<file path="src/rtl/idx_ea_pkg.sv">
package idx_ea_pkg;
  localparam logic [3:0] K_ZERO   = 4'd0;
  localparam logic [3:0] K_C5     = 4'd1;
  localparam logic [3:0] K_C8     = 4'd2;
  localparam logic [3:0] K_C16    = 4'd3;
  localparam logic [3:0] K_ACC_A  = 4'd4;
  localparam logic [3:0] K_ACC_B  = 4'd5;
  localparam logic [3:0] K_ACC_D  = 4'd6;
  localparam logic [3:0] K_POST1  = 4'd7;
  localparam logic [3:0] K_POST2  = 4'd8;
  localparam logic [3:0] K_PRE1   = 4'd9;
  localparam logic [3:0] K_PRE2   = 4'd10;
  localparam logic [3:0] K_DIRECT = 4'd11;
  localparam logic [3:0] K_ABS    = 4'd12;

  localparam logic [2:0] BS_X  = 3'd0;
  localparam logic [2:0] BS_Y  = 3'd1;
  localparam logic [2:0] BS_U  = 3'd2;
  localparam logic [2:0] BS_S  = 3'd3;
  localparam logic [2:0] BS_PC = 3'd4;

  typedef enum logic [1:0] {ST_IDLE, ST_RD_HI, ST_RD_LO, ST_FIN} ea_state_e;
endpackage

</file>
<file path="src/rtl/idx_ea_calc.sv">
module idx_ea_calc
  import idx_ea_pkg::*;
#(
  parameter int DW = 8,
  parameter int SW = 5,
  localparam int AW = 2 * DW
) (
  input  logic [3:0]    kind_i,
  input  logic [2:0]    base_sel_i,
  input  logic          indirect_i,
  input  logic          lea_i,
  input  logic [AW-1:0] x_i,
  input  logic [AW-1:0] y_i,
  input  logic [AW-1:0] u_i,
  input  logic [AW-1:0] s_i,
  input  logic [AW-1:0] pc_i,
  input  logic [DW-1:0] a_i,
  input  logic [DW-1:0] b_i,
  input  logic [DW-1:0] dp_i,
  input  logic [AW-1:0] ofs_i,
  output logic [AW-1:0] addr_o,
  output logic          nb_we_o,
  output logic [AW-1:0] nb_val_o,
  output logic          illegal_o
);
  logic [AW-1:0] base, step;
  logic          uses_base, auto_m, abs_m;

  always_comb begin
    case (base_sel_i)
      BS_X:    base = x_i;
      BS_Y:    base = y_i;
      BS_U:    base = u_i;
      BS_S:    base = s_i;
      BS_PC:   base = pc_i;
      default: base = '0;
    endcase
    uses_base = (kind_i <= K_PRE2);
    auto_m    = (kind_i >= K_POST1) && (kind_i <= K_PRE2);
    abs_m     = (kind_i == K_DIRECT) || (kind_i == K_ABS);
    step      = (kind_i == K_POST2 || kind_i == K_PRE2) ? AW'(2) : AW'(1);
    nb_val_o  = base;
    case (kind_i)
      K_C5:             addr_o = base + {{(AW-SW){ofs_i[SW-1]}}, ofs_i[SW-1:0]};
      K_C8:             addr_o = base + {{(AW-DW){ofs_i[DW-1]}}, ofs_i[DW-1:0]};
      K_C16:            addr_o = base + ofs_i;
      K_ACC_A:          addr_o = base + {{(AW-DW){a_i[DW-1]}}, a_i};
      K_ACC_B:          addr_o = base + {{(AW-DW){b_i[DW-1]}}, b_i};
      K_ACC_D:          addr_o = base + {a_i, b_i};
      K_POST1, K_POST2: begin
        addr_o   = base;
        nb_val_o = base + step;
      end
      K_PRE1, K_PRE2: begin
        addr_o   = base - step;
        nb_val_o = base - step;
      end
      K_DIRECT:         addr_o = {dp_i, ofs_i[DW-1:0]};
      K_ABS:            addr_o = ofs_i;
      default:          addr_o = base;
    endcase
    nb_we_o   = auto_m;
    illegal_o = (kind_i > K_ABS)
              || (uses_base && base_sel_i > BS_PC)
              || (auto_m && base_sel_i == BS_PC)
              || (kind_i == K_DIRECT && indirect_i)
              || (lea_i && abs_m);
  end
endmodule

</file>
<file path="src/rtl/idx_lea_ctl.sv">
module idx_lea_ctl #(
  parameter int AW = 16
) (
  input  logic          fin_i,
  input  logic          lea_i,
  input  logic          err_i,
  input  logic [1:0]    dst_i,
  input  logic [AW-1:0] ea_i,
  output logic          lea_we_o,
  output logic [1:0]    lea_sel_o,
  output logic          z_we_o,
  output logic          z_o
);
  always_comb begin
    lea_we_o  = fin_i && lea_i && !err_i;
    lea_sel_o = dst_i;
    // only the two index targets (codes 0,1) touch the flag
    z_we_o    = lea_we_o && !dst_i[1];
    z_o       = z_we_o && (ea_i == '0);
  end
endmodule

</file>
<file path="src/rtl/idx_ea_gen.sv">
module idx_ea_gen
  import idx_ea_pkg::*;
#(
  parameter int DW = 8,
  localparam int AW = 2 * DW
) (
  input  logic          clk_i,
  input  logic          rst_ni,
  input  logic          start_i,
  input  logic [3:0]    kind_i,
  input  logic [2:0]    base_sel_i,
  input  logic          indirect_i,
  input  logic          lea_i,
  input  logic [1:0]    lea_dst_i,
  input  logic [AW-1:0] x_i,
  input  logic [AW-1:0] y_i,
  input  logic [AW-1:0] u_i,
  input  logic [AW-1:0] s_i,
  input  logic [AW-1:0] pc_i,
  input  logic [DW-1:0] a_i,
  input  logic [DW-1:0] b_i,
  input  logic [DW-1:0] dp_i,
  input  logic [AW-1:0] ofs_i,
  output logic          mem_rd_o,
  output logic [AW-1:0] mem_addr_o,
  input  logic [DW-1:0] mem_data_i,
  output logic          busy_o,
  output logic          done_o,
  output logic          err_o,
  output logic [AW-1:0] ea_o,
  output logic          base_we_o,
  output logic [2:0]    base_sel_o,
  output logic [AW-1:0] base_val_o,
  output logic          lea_we_o,
  output logic [1:0]    lea_sel_o,
  output logic          z_we_o,
  output logic          z_o
);
  ea_state_e     state_q;
  logic [AW-1:0] ea_q, nb_val_q, calc_addr, calc_nb;
  logic [DW-1:0] hi_q;
  logic          err_q, lea_q, nb_we_q, calc_nb_we, calc_ill;
  logic [1:0]    dst_q;
  logic [2:0]    bsel_q;
  logic          fin;

  idx_ea_calc #(.DW(DW)) calc_i (
    .kind_i, .base_sel_i, .indirect_i, .lea_i,
    .x_i, .y_i, .u_i, .s_i, .pc_i, .a_i, .b_i, .dp_i, .ofs_i,
    .addr_o(calc_addr), .nb_we_o(calc_nb_we), .nb_val_o(calc_nb),
    .illegal_o(calc_ill)
  );

  always_ff @(posedge clk_i or negedge rst_ni) begin
    if (!rst_ni) begin
      state_q  <= ST_IDLE;
      ea_q     <= '0;
      nb_val_q <= '0;
      hi_q     <= '0;
      err_q    <= 1'b0;
      lea_q    <= 1'b0;
      nb_we_q  <= 1'b0;
      dst_q    <= '0;
      bsel_q   <= '0;
    end else begin
      case (state_q)
        ST_IDLE: if (start_i) begin
          ea_q     <= calc_addr;
          nb_val_q <= calc_nb;
          nb_we_q  <= calc_nb_we;
          err_q    <= calc_ill;
          lea_q    <= lea_i;
          dst_q    <= lea_dst_i;
          bsel_q   <= base_sel_i;
          state_q  <= (indirect_i && !calc_ill) ? ST_RD_HI : ST_FIN;
        end
        ST_RD_HI: begin
          hi_q    <= mem_data_i;
          state_q <= ST_RD_LO;
        end
        ST_RD_LO: begin
          ea_q    <= {hi_q, mem_data_i};
          state_q <= ST_FIN;
        end
        default: state_q <= ST_IDLE;
      endcase
    end
  end

  always_comb begin
    fin        = (state_q == ST_FIN);
    busy_o     = (state_q == ST_RD_HI) || (state_q == ST_RD_LO);
    mem_rd_o   = busy_o;
    mem_addr_o = (state_q == ST_RD_LO) ? ea_q + AW'(1) : ea_q;
    done_o     = fin;
    err_o      = fin && err_q;
    ea_o       = (fin && !err_q) ? ea_q : '0;
    base_we_o  = fin && nb_we_q && !err_q;
    base_sel_o = bsel_q;
    base_val_o = nb_val_q;
  end

  idx_lea_ctl #(.AW(AW)) lea_i_u (
    .fin_i(fin), .lea_i(lea_q), .err_i(err_q), .dst_i(dst_q), .ea_i(ea_o),
    .lea_we_o, .lea_sel_o, .z_we_o, .z_o
  );


  rd_only_busy_chk: assert property (@(posedge clk_i) disable iff (!rst_ni)
    mem_rd_o |-> busy_o && !done_o);

  lo_after_hi_chk: assert property (@(posedge clk_i) disable iff (!rst_ni)
    (mem_rd_o && $past(mem_rd_o)) |-> mem_addr_o == $past(mem_addr_o) + AW'(1));

  err_no_write_chk: assert property (@(posedge clk_i) disable iff (!rst_ni)
    err_o |-> !base_we_o && !lea_we_o && !z_we_o);

  wb_once_chk: assert property (@(posedge clk_i) disable iff (!rst_ni)
    base_we_o |=> !base_we_o);

  done_pulse_chk: assert property (@(posedge clk_i) disable iff (!rst_ni)
    done_o |=> !done_o && !busy_o);

  busy_from_start_chk: assert property (@(posedge clk_i) disable iff (!rst_ni)
    $rose(busy_o) |-> $past(start_i));

  zflag_target_chk: assert property (@(posedge clk_i) disable iff (!rst_ni)
    z_we_o |-> lea_we_o && done_o && !lea_sel_o[1]);
endmodule

</file>
<file path="config.mk">
export PLATFORM = sky130hd
export DESIGN_NAME = idx_ea_gen
export DESIGN_NICKNAME = d
export VERILOG_FILES = /design/src/rtl/idx_ea_pkg.sv /design/src/rtl/idx_ea_calc.sv /design/src/rtl/idx_lea_ctl.sv /design/src/rtl/idx_ea_gen.sv
export SDC_FILE = /design/constraint.sdc
export NUM_CORES = 1
export LEC_CHECK = 0
export BUFFER_PORTS_ARGS = -buffer_cell sky130_fd_sc_hd__buf_4
export CORE_MARGIN = 1.5
export CORE_UTILIZATION = 40
export DETAILED_ROUTE_END_ITERATION = 10
export GPL_TIMING_DRIVEN = 0
export PLACE_DENSITY = 0.69
export SLEW_MARGIN = 5
export SYNTH_ARGS = -nofsm -noshare
export SYNTH_HDL_FRONTEND = slang
export SYNTH_SLANG_ARGS = --single-unit
</file>
<file path="constraint.sdc">
create_clock -name clk_i -period 4.2 [get_ports clk_i]
set_input_delay 0.21 -clock clk_i [delete_from_list [all_inputs] [get_ports clk_i]]
set_output_delay 0.21 -clock clk_i [all_outputs]
set_load 0.02 [all_outputs]
</file>
### Word level (Yosys, flattened, before mapping)

Cells that the tools add are included.

* $lt $le $gt $ge: 4
* reductions and logical operators: 32
* add/subtract/negate cells: 9
* equal/unequal tests: 20
* multiplexer cells: 11

Operator list (count)
* $pmux 16 s9: 1
* $add 16x16->16: 7
* $pmux 16 s5: 1
* $pmux 16 s2: 2
* $mux 16: 3
* $eq 4x4->1 const B: 5
* $add 16x1->16 const B: 1
* $eq 4x3->1 const B: 4
* $logic_not 16->1: 1
* $sub 16x16->16: 1
* $logic_and 1x1->1: 14
* $eq 4x2->1 const B: 2
* $logic_or 1x1->1: 7
* $eq 3x2->1 const B: 2
* $mux 2: 3
* $pmux 2 s3: 1
* $eq 2x2->1 const B: 2
* $eq 4x1->1 const B: 1
* $ge 4x3->1 const B: 1
* $gt 4x4->1 const B: 1
* $le 4x4->1 const B: 1
* $reduce_and 2->1: 2
* $reduce_or 2->1: 2
* $eq 3x1->1 const B: 1
* other kinds (8): 10

* word-level logic and storage cells: 85
* register bits after elaboration: 50
* input port bits: 142
* output and inout bits: 61

### Logic depth before layout (Yosys ltp)

Gate-level depths: netlist (run 1).

* word-level depth: 11
* mapped depth: 20
* depth with buffers taken out: 16

### Modules after synthesis

From an unflattened synthesis (run 1), not the netlist that was laid out.

* cells, all modules: 745
* area total of the unflattened synthesis: 5957.0 µm²

By module, submodules not included
* idx_ea_calc: area an instance 3306.9 µm², seq. area each 0.0 µm², instances 1, cells each 514
* idx_ea_gen: area an instance 2557.5 µm², seq. area each 1251.2 µm², instances 1, cells each 219
* idx_lea_ctl: area an instance 92.6 µm², seq. area each 0.0 µm², instances 1, cells each 12

### Worst setup path before layout (run 1)

Ideal clock, no wire load.

* kind: input to register
* start: in base_sel_i[0]
* end: reg ea_q[14]
* arrival time: 3.868 ns
* required time: 4.070 ns
* slack: 0.202 ns
* setup time: 0.130 ns
* cell stages on the path: 20
* buffers on the path: 4
* cells stage by stage: buf_6 -> buf_6 -> buf_2 -> buf_2 -> mux4_2 -> inv_1 -> o21a_1 -> inv_1 -> ha_1 -> inv_1 -> fa_1 -> nor2b_1 -> o31a_1 -> o31ai_1 -> a211oi_1 -> a2111oi_1 -> o41ai_1 -> xor2_1 -> a221oi_1 -> a21oi_1

* longest elaborated chain between the ends: 6
* elaborated cells on any way between the ends: 16
* those cells by class: add/sub (7); eq/ne (4); mux (4); reduce/logical (1)

RTL lines
* start, declared: line idx_ea_gen.sv:11 `input logic [2:0] base_sel_i,`
* $eq 3x3->1 (tied with other cells): line idx_ea_calc.sv:30 `case (base_sel_i)`
* $pmux 16 s5 (*): line idx_ea_calc.sv:30
* $sub 16x16->16 (tied with other cells): line idx_ea_calc.sv:55 `addr_o = base - step;`
* $pmux 16 s9 (*): line idx_ea_calc.sv:43 `case (kind_i)`
* $mux 16 (*): line idx_ea_gen.sv:67 `ST_IDLE: if (start_i) begin`
* $pmux 16 s2 (*): line idx_ea_gen.sv:66 `case (state_q)`
* end signal, assigned: line idx_ea_gen.sv:68 `ea_q <= calc_addr;`
* end signal, assigned: line idx_ea_gen.sv:82 `ea_q <= {hi_q, mem_data_i};`
* end, declared: line idx_ea_gen.sv:40 `logic [AW-1:0] ea_q, nb_val_q, calc_addr, calc_nb;`

Every way passes the cells marked *; elsewhere a longest branch is shown, timed or not. The select of a mux whose other input is x is not followed.
A chain may end at the register's enable or synchronous reset.

### Worst setup path after layout (run 1)

* start: in base_sel_i[1]
* end: reg ea_q[14]

Same word-level chain as after synthesis.

==> run_results.csv, run 1 <==
group,metric,value,unit
synth,synth_ff_type,"dfrtp_1",
synth,syn-instance-count,743,
synth,synth-edff-count,0,
worst_setup_path,worst_setup_path_end_kind,"flop",
floorplan,dieWidth,124,um
floorplan,die_area,0.0153,mm^2
worst_setup_path,worst_path_most_repeated_cell,"inv_1",
worst_setup_path,timing.critical_path.slowest_cell_delay,0.40,ns
clocking,tritoncts,"done",
routing,routed-via-count,6481,
floorplan,pin_count,203,
clocking,post_cts_setup_buffer_count,0,
status,run_status,"completed",
worst_setup_path,series_of_cell_instances_along_the_critical_path,"buf_6, buf_6, buf_2, buf_4, mux4_2, inv_1, o21a_1, inv_1, ha_1, inv_1, fa_1, nor2b_1, o31a_1, o31ai_4, a211oi_1, a2111oi_2, o41ai_2, xor2_1, a221oi_1, a21oi_1",
routing,number_of_drc_violations_after_detailed_routing_iteration_0,429,
synth,synth_area,0.00581,mm^2
clocking,numCtsBuffers,5,
floorplan,placementRows,43,
floorplan,start_util,41.4,%
sta,unrepaired_setup_endpoints_after_global_routing,"false",
clocking,path_clk_slew,0.07,ns
synth,postSynthNetCount,912,
clocking,htree_levels,2,
synth,post_synthesis_async_set_or_reset_flop_share,100,%
sta,max_freq,0.256,GHz
sta,report.final.slew_viol_count,0,
synth,ys_types,79,
sta,fin_crit,3.90,ns
cells_and_area,antenna_cells,0,
worst_setup_path,critical_path_start_type,"input pin",
clocking,clock-root-buffer,"clkbuf_16",
place,place_hpwl,16.8,mm
worst_setup_path,worst_path_max_delay_cell,"o41ai_2",
worst_setup_path,regToRegEndpoint,"ea_q[3]",
global_route,global_route.overflow_total,0,
worst_setup_path,cp.arrival,4.08,ns
sta,final_hold_viol_count,0,
synth,postSynthRegisterBits,50,
clocking,clockBufferDepth,2,
place,detailed_place.area,0.00753,mm^2
global_route,global_route_wire_length_before_repair,32.1,mm
pwr,vdd.ir_drop.worst,315,uV
floorplan,floorplan.core_area,0.0140,mm^2
routing,avgViaCountPerCell,5.74,
sta,endpoints_failing_setup,0,
routing,route.antenna.remaining_nets,0,
sta,worst_pin_slew,0.947,ns
worst_setup_path,worst_setup_path_endpoint,"ea_q[14]",
cells_and_area,synthToLayoutAreaGrowth,33.2,%
sta,max-slew-margin-rel,36.9,%
worst_setup_path,path_max_fanout,10,
cells_and_area,share_of_final_layout_standard_cells_stronger_than_drive_strength_1,29.7,%
floorplan,die_height,124,um
worst_setup_path,worst_ep_required,4.38,ns
cells_and_area,most-common-layout-cells,"buf_4 (205), nand2_1 (62), a21oi_1 (61)",
sta,final_min_period_over_clock_period,92.9,%
worst_setup_path,critical_path.startpoint,"base_sel_i[1]",
synth,syn_area_per_cell,7.82,um^2
pwr,p_leak,0.00350,uW
worst_setup_path,r2r_start,"state_q[0]",
cells_and_area,nNetsFinal,1117,
worst_setup_path,rr_worst_depth,7,
routing,drt_pre_antenna_iters,5,
synth,ys.warnings.count,0,
hold_path,worst_hold_path_type,"input pin to flop",
pwr,power-per-cell-area,459,mW/mm^2
routing,remaining_drc_errors,0,
global_route,globalRouteTotalUtil,27.0,%
worst_setup_path,critPathKind,"input pin to flop",
global_route,initial_antenna_violation_count,0,
sta,fin_worst_skew,0.00664,ns
routing,totalWireLength,20.4,mm
hold_path,hold_path_depth,3,
sta,setup-tns-final,0,ns
global_route,grt_start_max_net_pins,51,
cells_and_area,design_area,0.00774,mm^2
place,place.gp.congestion,0.931,
global_route,grt_pass1_vias,6286,
flow_run,timing.max_cap.violations,0,
synth,yosysSeqAreaShare,21.5,%
place,port_buffer_cells,199,
worst_setup_path,reg2reg_slack,1.89,ns
clocking,clock_sinks,50,
cells_and_area,final_common_cell,"buf_4",
clocking,worstSkewPairLatency,0.29,ns
routing,post_drt_wl_per_cell,18.0,um
kinds of logic (layout without fill, tap and decap cells):
| family | Yosys count | in the layout | share of synthesized area (%) |
|---|---|---|---|
| buffers and inverters | 80 | 286 | 6.18 |
| multiplexers | 52 | 52 | 9.67 |
| flip-flops | 50 | 50 | 21.5 |
| adder cells (fa/ha/maj) | 31 | 31 | 6.91 |
| XOR/XNOR | 42 | 42 | 6.46 |
| AO/OA/AOI/OAI | 250 | 250 | 28.0 |
| AND/OR/NAND/NOR | 238 | 238 | 21.3 |
cell usage after synthesis, types with 19 or more instances:
| cell | instances | share of area, % |
|---|---|---|
| nor2_1 | 55 | 3.6 |
| ha_1 | 24 | 5.2 |
| mux2i_1 | 31 | 5.3 |
| a21oi_1 | 61 | 5.3 |
| nand2_1 | 62 | 4.0 |
| xnor2_1 | 32 | 4.8 |
| o21ai_0 | 60 | 5.2 |
| clkbuf_1 | 28 | 1.8 |
| inv_1 | 29 | 1.9 |
| dfrtp_1 | 50 | 22 |
| mux2_2 | 19 | 3.7 |
| and2_1 | 19 | 2.0 |
metrics by stage:
stage                     hold slack [ns]  util, %  std cells  worst slack, ns  total power (uW)
after floorplan                   -0.0856        -        743            0.202              2250
after global placement              0.270     53.6       1122           -0.419              3070
after global routing                0.150     55.1       1129           0.0300              3830
after CTS                           0.141     54.9       1131           0.0433              3540
after detailed placement            0.271     53.6       1122           -0.459              3100
final                               0.139     55.1       1129            0.300              3550
worst max-delay path, delay by kind of cell:
family	cells	cell delay [ns]
fa+ha+maj	2	0.59
simple gates	1	0.17
buf+inv	7	1.05
xor+xnor	1	0.12
mux	1	0.22
compound gates	8	1.73
final cells by class:
cell class / count / area (um^2)
Fill cell: 1387 / 6300
Multi-Input combinational cell: 613 / 4250
Timing Repair Buffer: 200 / 1500
Sequential cell: 50 / 1250
Buffer: 46 / 236
Tap cell: 180 / 225
Clock buffer: 6 / 139
Inverter: 32 / 123
Clock inverter: 2 / 16.3
registers in the layout, summed over array words and instances, names as in the netlist:
name        count
base_val_o     16
ea_q           16
hi_q            8
base_sel_o      3
dst_q           2
state_q         2
err_q           1
lea_q           1
nb_we_q         1
what timing repair did:
item,CTS,global route
endpoints found under the hold margin,50,0
hold buffers,1,0
setup endpoints to repair,7,9
gates resized for setup,4,13
pin swaps,0,1
power breakdown:
part / total (uW) / switching, uW / internal (uW)
combinational: 2220 / 1280 / 941
clock: 424 / 185 / 239
sequential: 914 / 198 / 716
how the worst min path moves through the flow:
stage,start,endpoint,slack [ns]
floorplan,rst_ni,base_sel_o[0],-0.09
global placement,rst_ni,base_val_o[0],0.27
detailed placement,rst_ni,base_val_o[0],0.27
CTS,lea_dst_i[1],dst_q[1],0.14
global route,lea_dst_i[0],dst_q[0],0.15
finish,mem_data_i[7],hi_q[7],0.14
layer usage:
layer | vias to the layer above | share of wire, % | GRT usage [%]
met5 | - | 0 | 0
met4 | 0 | 2.5 | 8.19
met3 | 43 | 7.2 | 4.06
met2 | 251 | 48 | 45.9
met1 | 3051 | 42 | 35.2
li1 | 3136 | - | -
Note: power is estimated with default switching activity, not from simulation.
==> inputs of run 2 (changes only) <==
==> constraint.sdc (replaced) <==
create_clock -name clk_i -period 5 [get_ports clk_i]
set_input_delay 0.25 -clock clk_i [delete_from_list [all_inputs] [get_ports clk_i]]
set_output_delay 0.25 -clock clk_i [all_outputs]
set_load 0.02 [all_outputs]
==> run_results.csv, run 2 (synthesis results as in run 1) <==
group,metric,value,unit
routing,drt_pre_antenna_iters,5,
routing,post_drt_wl_per_cell,18.0,um
place,port_buffer_cells,199,
cells_and_area,final_common_cell,"buf_4",
hold_path,worst_hold_path_type,"input pin to async pin",
cells_and_area,share_of_final_layout_standard_cells_stronger_than_drive_strength_1,28.8,%
clocking,htree_levels,2,
cells_and_area,antenna_cells,0,
clocking,clockBufferDepth,2,
worst_setup_path,critical_path_start_type,"input pin",
routing,number_of_drc_violations_after_detailed_routing_iteration_0,412,
sta,holdWs,-0.0357,ns
global_route,global_route_wire_length_before_repair,32.0,mm
floorplan,start_util,41.4,%
floorplan,pin_count,203,
cells_and_area,most-common-layout-cells,"buf_4 (203), nand2_1 (62), a21oi_1 (61)",
floorplan,placementRows,43,
sta,max_freq,0.225,GHz
status,run_status,"complete, but fails checks",
worst_setup_path,path_max_fanout,10,
clocking,clock-root-buffer,"clkbuf_16",
sta,report.final.slew_viol_count,0,
sta,unrepaired_setup_endpoints_after_global_routing,"false",
clocking,post_cts_setup_buffer_count,0,
worst_setup_path,r2r_start,"state_q[0]",
clocking,path_clk_slew,0.07,ns
floorplan,die_height,124,um
clocking,clock_sinks,50,
global_route,globalRouteTotalUtil,26.9,%
floorplan,floorplan.core_area,0.0140,mm^2
flow_run,timing.max_cap.violations,0,
global_route,grt_pass1_vias,6271,
worst_setup_path,regToRegEndpoint,"ea_q[2]",
clocking,cts.repair.resized,0,
place,detailed_place.area,0.00753,mm^2
sta,worst_pin_slew,0.995,ns
cells_and_area,design_area,0.00768,mm^2
cells_and_area,nFillCells,1403,
clocking,worstSkewPairLatency,0.30,ns
worst_setup_path,critPathKind,"input pin to flop",
pwr,p_leak,0.00349,uW
clocking,tritoncts,"done",
worst_setup_path,worst_setup_path_end_kind,"flop",
routing,avgViaCountPerCell,5.76,
clocking,post_cts_hold_buffer_count,0,
worst_setup_path,rr_worst_depth,7,
cells_and_area,synthToLayoutAreaGrowth,32.3,%
cells_and_area,nNetsFinal,1118,
pwr,vdd.ir_drop.worst,266,uV
global_route,initial_antenna_violation_count,0,
worst_setup_path,reg2reg_slack,2.68,ns
place,place_hpwl,16.8,mm
global_route,grt_start_max_net_pins,51,
sta,final_min_period_over_clock_period,89.1,%
pwr,power-per-cell-area,387,mW/mm^2
sta,setup-tns-final,0,ns
sta,fin_worst_skew,0.00780,ns
routing,route.antenna.remaining_nets,0,
worst_setup_path,cp.arrival,4.66,ns
sta,fin_crit,4.45,ns
sta,endpoints_failing_setup,0,
worst_setup_path,worst_ep_required,5.21,ns
status,violated_checks,"hold timing",
clocking,numCtsBuffers,5,
routing,totalWireLength,20.3,mm
floorplan,die_area,0.0153,mm^2
routing,routed-via-count,6512,
sta,final_hold_viol_count,31,
global_route,global_route.overflow_total,0,
place,place.gp.congestion,0.931,
floorplan,dieWidth,124,um
sta,max-slew-margin-rel,33.7,%
routing,remaining_drc_errors,0,
## run 2: critical path, cell delays in order
cell and delay (ns):
buf_6 0.12, buf_6 0.17, buf_2 0.26, buf_2 0.34, mux2i_1 0.12, nor2_1 0.10
a21oi_1 0.05, o22ai_1 0.64, ha_1 0.37, a211oi_1 0.24, nor2_1 0.11, o41a_1 0.36
maj3_1 0.38, o21ai_0 0.44, a21boi_0 0.20, o21ai_0 0.20, nand3b_1 0.09, a22oi_1 0.19
## run 2: cell type report
type | count | area (um^2) | share of cell area, %
clock inverters | 2 | 16.3 | 0.212
plain buffers | 48 | 236 | 3.08
well taps | 180 | 225 | 2.93
flip-flops and latches | 50 | 1250 | 16.3
multi-input cells | 613 | 4200 | 54.7
clock buffers | 6 | 139 | 1.81
repair buffers | 199 | 1490 | 19.4
inverters | 32 | 123 | 1.60
## run 2: worst max path at each step
stage	depth (start not counted)	endpoint	startpoint	slack [ns]
after global placement	19	ea_q[14]	base_sel_i[1]	0.34
final	18	ea_q[11]	base_sel_i[1]	0.55
after global routing	18	ea_q[11]	base_sel_i[1]	0.15
after floorplan	20	ea_q[14]	base_sel_i[0]	0.96
after CTS	18	ea_q[11]	base_sel_i[1]	0.59
after detailed placement	18	ea_q[11]	base_sel_i[1]	0.30
## run 2: metrics by stage
step           setup WS [ns]  hold WS [ns]  util, %  cells  total power, uW
6_report               0.547       -0.0357     54.7   1130             2970
5_1_grt                0.153        0.0330     54.7   1130             3200
4_1_cts                0.589       0.00168     54.7   1130             2970
3_5_place_dp           0.301         0.311     53.6   1122             2610
3_3_place_gp           0.341         0.310     53.6   1122             2580
2_1_floorplan          0.962       -0.0456        -    743             1890
## run 2: report_power, final
group          internal (uW)  total, uW  switching (uW)
Sequential               601        767             166
Clock                    201        357             156
Combinational            784       1850            1070
Total                   1590       2970            1390
## run 2: per-layer routing
| layer | wire length [um] | track usage (%) | vias up | share of wire, % |
|---|---|---|---|---|
| met2 | 9790 | 45.8 | 246 | 48 |
| met3 | 1550 | 4.01 | 41 | 7.6 |
| met5 | 0 | 0 | - | 0 |
| met4 | 477 | 8.19 | 0 | 2.3 |
| met1 | 8520 | 35.1 | 3078 | 42 |
| li1 | - | - | 3147 | - |
==> inputs of run 3 (changes only) <==
--- a/config.mk
+++ b/config.mk
@@ -14,4 +14,5 @@
 export SLEW_MARGIN = 5
 export SYNTH_ARGS = -nofsm -noshare
 export SYNTH_HDL_FRONTEND = slang
+export SYNTH_HIERARCHICAL = 1
 export SYNTH_SLANG_ARGS = --single-unit
==> run_results.csv, run 3 <==
group,metric,value,unit
synth,netlist.area_leader.share,21.0,%
sta,holdWs,0.185,ns
pwr,vdd.ir_drop.worst,226,uV
sta,max_freq,0.215,GHz
synth,synth_ff_type,"dfrtp_1",
floorplan,die_height,125,um
routing,totalWireLength,20.4,mm
synth,synthTopCellsByCount,"a21oi_1 (69), nand2_1 (66), o21ai_0 (66)",
routing,drt_pre_antenna_iters,5,
cells_and_area,final_common_cell,"buf_4",
clocking,post_cts_setup_buffer_count,0,
floorplan,placementRows,44,
global_route,grt_start_max_net_pins,51,
sta,report.final.slew_viol_count,0,
pwr,power-per-cell-area,377,mW/mm^2
hold_path,worst_hold_path_type,"input pin to flop",
status,run_status,"completed",
worst_setup_path,worst_setup_path_end_kind,"flop",
sta,fin_worst_skew,0.00803,ns
worst_setup_path,worst_path_most_repeated_cell,"a21oi_1",
worst_setup_path,critPathKind,"input pin to flop",
floorplan,floorplan.core_area,0.0145,mm^2
place,place.gp.congestion,0.944,
cells_and_area,share_of_final_layout_standard_cells_stronger_than_drive_strength_1,31.3,%
routing,remaining_drc_errors,0,
global_route,initial_antenna_violation_count,0,
cells_and_area,antenna_cells,0,
sta,unrepaired_setup_endpoints_after_global_routing,"false",
global_route,globalRouteTotalUtil,25.1,%
clocking,htree_levels,2,
pwr,p_leak,0.00354,uW
synth,yosysSeqAreaShare,21.0,%
clocking,tritoncts,"done",
synth,syn-instance-count,745,
place,place_hpwl,17.1,mm
clocking,numCtsBuffers,5,
global_route,grt_pass1_vias,6147,
worst_setup_path,worst_path_max_delay_cell,"fa_1",
cells_and_area,nFillCells,1483,
cells_and_area,synthToLayoutAreaGrowth,31.9,%
clocking,path_clk_slew,0.07,ns
worst_setup_path,cpLargestDelayFamily,"compound AO/OA/AOI/OAI gates",
global_route,global_route.overflow_total,0,
place,detailed_place.area,0.00770,mm^2
worst_setup_path,path_max_fanout,10,
sta,worst_pin_slew,0.897,ns
worst_setup_path,timing.critical_path.slowest_cell_delay,0.41,ns
sta,max-slew-margin-rel,38.5,%
worst_setup_path,critical_path_start_type,"input pin",
routing,route.antenna.remaining_nets,0,
routing,number_of_drc_violations_after_detailed_routing_iteration_0,443,
worst_setup_path,worst_ep_required,5.16,ns
sta,endpoints_failing_setup,0,
clocking,clock-root-buffer,"clkbuf_16",
floorplan,start_util,41.0,%
floorplan,die_area,0.0156,mm^2
routing,post_drt_wl_per_cell,17.9,um
synth,netlist.top_cell.by_area,"dfrtp_1",
worst_setup_path,cp_num_buf_inv,5,
synth,synth_top_cells_by_area,"dfrtp_1 (21%), mux2i_1 (8.1%), mux2_2 (7.2%)",
clocking,clockBufferDepth,2,
clocking,worstSkewPairLatency,0.29,ns
cells_and_area,nNetsFinal,1124,
cells_and_area,design_area,0.00786,mm^2
synth,synth_area,0.00596,mm^2
place,port_buffer_cells,202,
cells_and_area,most-common-layout-cells,"buf_4 (208), a21oi_1 (68), nand2_1 (66), o21ai_0 (66), dfrtp_1 (50)",
worst_setup_path,series_of_cell_instances_along_the_critical_path,"buf_4, buf_2, clkbuf_1, clkbuf_1, clkbuf_2, mux2i_1, nor2_1, a21oi_1, o21ai_0, ha_1, fa_1, a21oi_1, o211ai_1, a31oi_1, nor2b_1, a221oi_1, xor2_1, o21ai_0, a21oi_1, a21oi_1, mux2i_1, o21ai_0",
routing,routed-via-count,6511,
sta,fin_ws,0.358,ns
sta,final_min_period_over_clock_period,92.8,%
synth,post_synthesis_async_set_or_reset_flop_share,100,%
synth,postSynthRegisterBits,50,
place,post-place-ws,0.0268,ns
synth,ys.warnings.count,6,
worst_setup_path,cp.arrival,4.80,ns
flow_run,timing.max_cap.violations,0,
sta,final_hold_viol_count,0,
global_route,global_route_wire_length_before_repair,32.0,mm
synth,synth-edff-count,0,
floorplan,dieWidth,125,um
synth,postSynthNetCount,914,
synth,syn_area_per_cell,8.00,um^2
clocking,clock_sinks,50,
floorplan,pin_count,203,
sta,fin_crit,4.64,ns
synth,yosysMostFrequentCell,"a21oi_1",
routing,avgViaCountPerCell,5.72,
synth,ys_types,73,
sta,setup-tns-final,0,ns
==> run 3: changes by cell type after synthesis, sizes merged, moves of 4 or more <==
cell	before	now
a221oi	9	4
xor2	9	18
mux2	20	40
a21oi	61	69
o31ai	11	2
nand2	62	66
xnor2	33	27
a22oi	16	11
mux2i	31	48
and3	9	4
nand2b	15	6
nor2	58	42
nor3b	1	5
==> run 3: area by class of cell <==
class | instances | area [um^2] | share of cell area [%]
plain buffers | 47 | 223 | 2.84
clock buffers | 6 | 129 | 1.64
clock inverters | 1 | 7.51 | 0.0956
inverters | 31 | 116 | 1.48
multi-input cells | 617 | 4370 | 55.7
flip-flops and latches | 50 | 1250 | 15.9
well taps | 184 | 230 | 2.93
repair buffers | 203 | 1530 | 19.4
==> run 3: timing repair <==
| action | 4_1_cts | 5_1_grt |
|---|---|---|
| gates resized for setup | 0 | 2 |
| hold endpoints to repair | 2 | 0 |
| hold buffers | 1 | 0 |
| endpoints found under the setup margin | 0 | 5 |
==> run 3: cells by family after synthesis <==
| family | count (synthesis) | share of synthesized area, % |
|---|---|---|
| AO/OA/AOI/OAI | 229 | 23.4 |
| AND/OR/NAND/NOR | 224 | 20.4 |
| multiplexers | 90 | 16.4 |
| buffers and inverters | 78 | 5.67 |
| flip-flops | 50 | 21.0 |
| XOR/XNOR | 45 | 6.62 |
| adder cells (fa/ha/maj) | 29 | 6.39 |
==> run 3: worst reg2reg max path: stages (launching register included) <==
cell,delay [ns]
dfrtp_1,0.40
inv_1,0.11
ha_1,0.24
mux2i_1,0.43
clkbuf_1,0.35
o21ai_0,0.15
==> run 3: path summary, 6_finish.rpt <==
path,from,to,slack (ns),cells after the start
worst max-delay path,kind_i[1],ea_q[10],0.36,22
worst min-delay path,lea_dst_i[0],dst_q[0],0.19,2
worst max register to register,state_q[0],ea_q[10],3.18,5
worst min register to register,base_val_o[15],base_val_o[15],0.51,1
max in group asynchronous,rst_ni,hi_q[4],4.05,2
min in group asynchronous,rst_ni,base_sel_o[0],0.51,2
==> run 3: stage by stage <==
stage | utilization, % | std cells | power, uW
2_1_floorplan | - | 745 | 1950
3_3_place_gp | 53.0 | 1131 | 2610
6_report | 54.0 | 1139 | 2960
5_1_grt | 54.0 | 1139 | 3160
3_5_place_dp | 53.0 | 1131 | 2640
4_1_cts | 54.0 | 1139 | 2980
==> run 3: per-layer routing <==
layer | GRT usage, % | wire, um | share of wire [%] | vias up
li1 | - | - | - | 3132
met1 | 33.2 | 9000 | 44 | 3094
met2 | 43.9 | 9930 | 49 | 244
met3 | 2.18 | 1000 | 4.9 | 41
met4 | 6.95 | 512 | 2.5 | 0
met5 | 0 | 0 | 0 | -
==> run 3: power by group <==
group / switching, uW / leakage, uW / internal [uW]
Combinational: 1010 / 0.00286 / 844
Clock: 143 / 0.0000629 / 183
Sequential: 178 / 0.000614 / 605
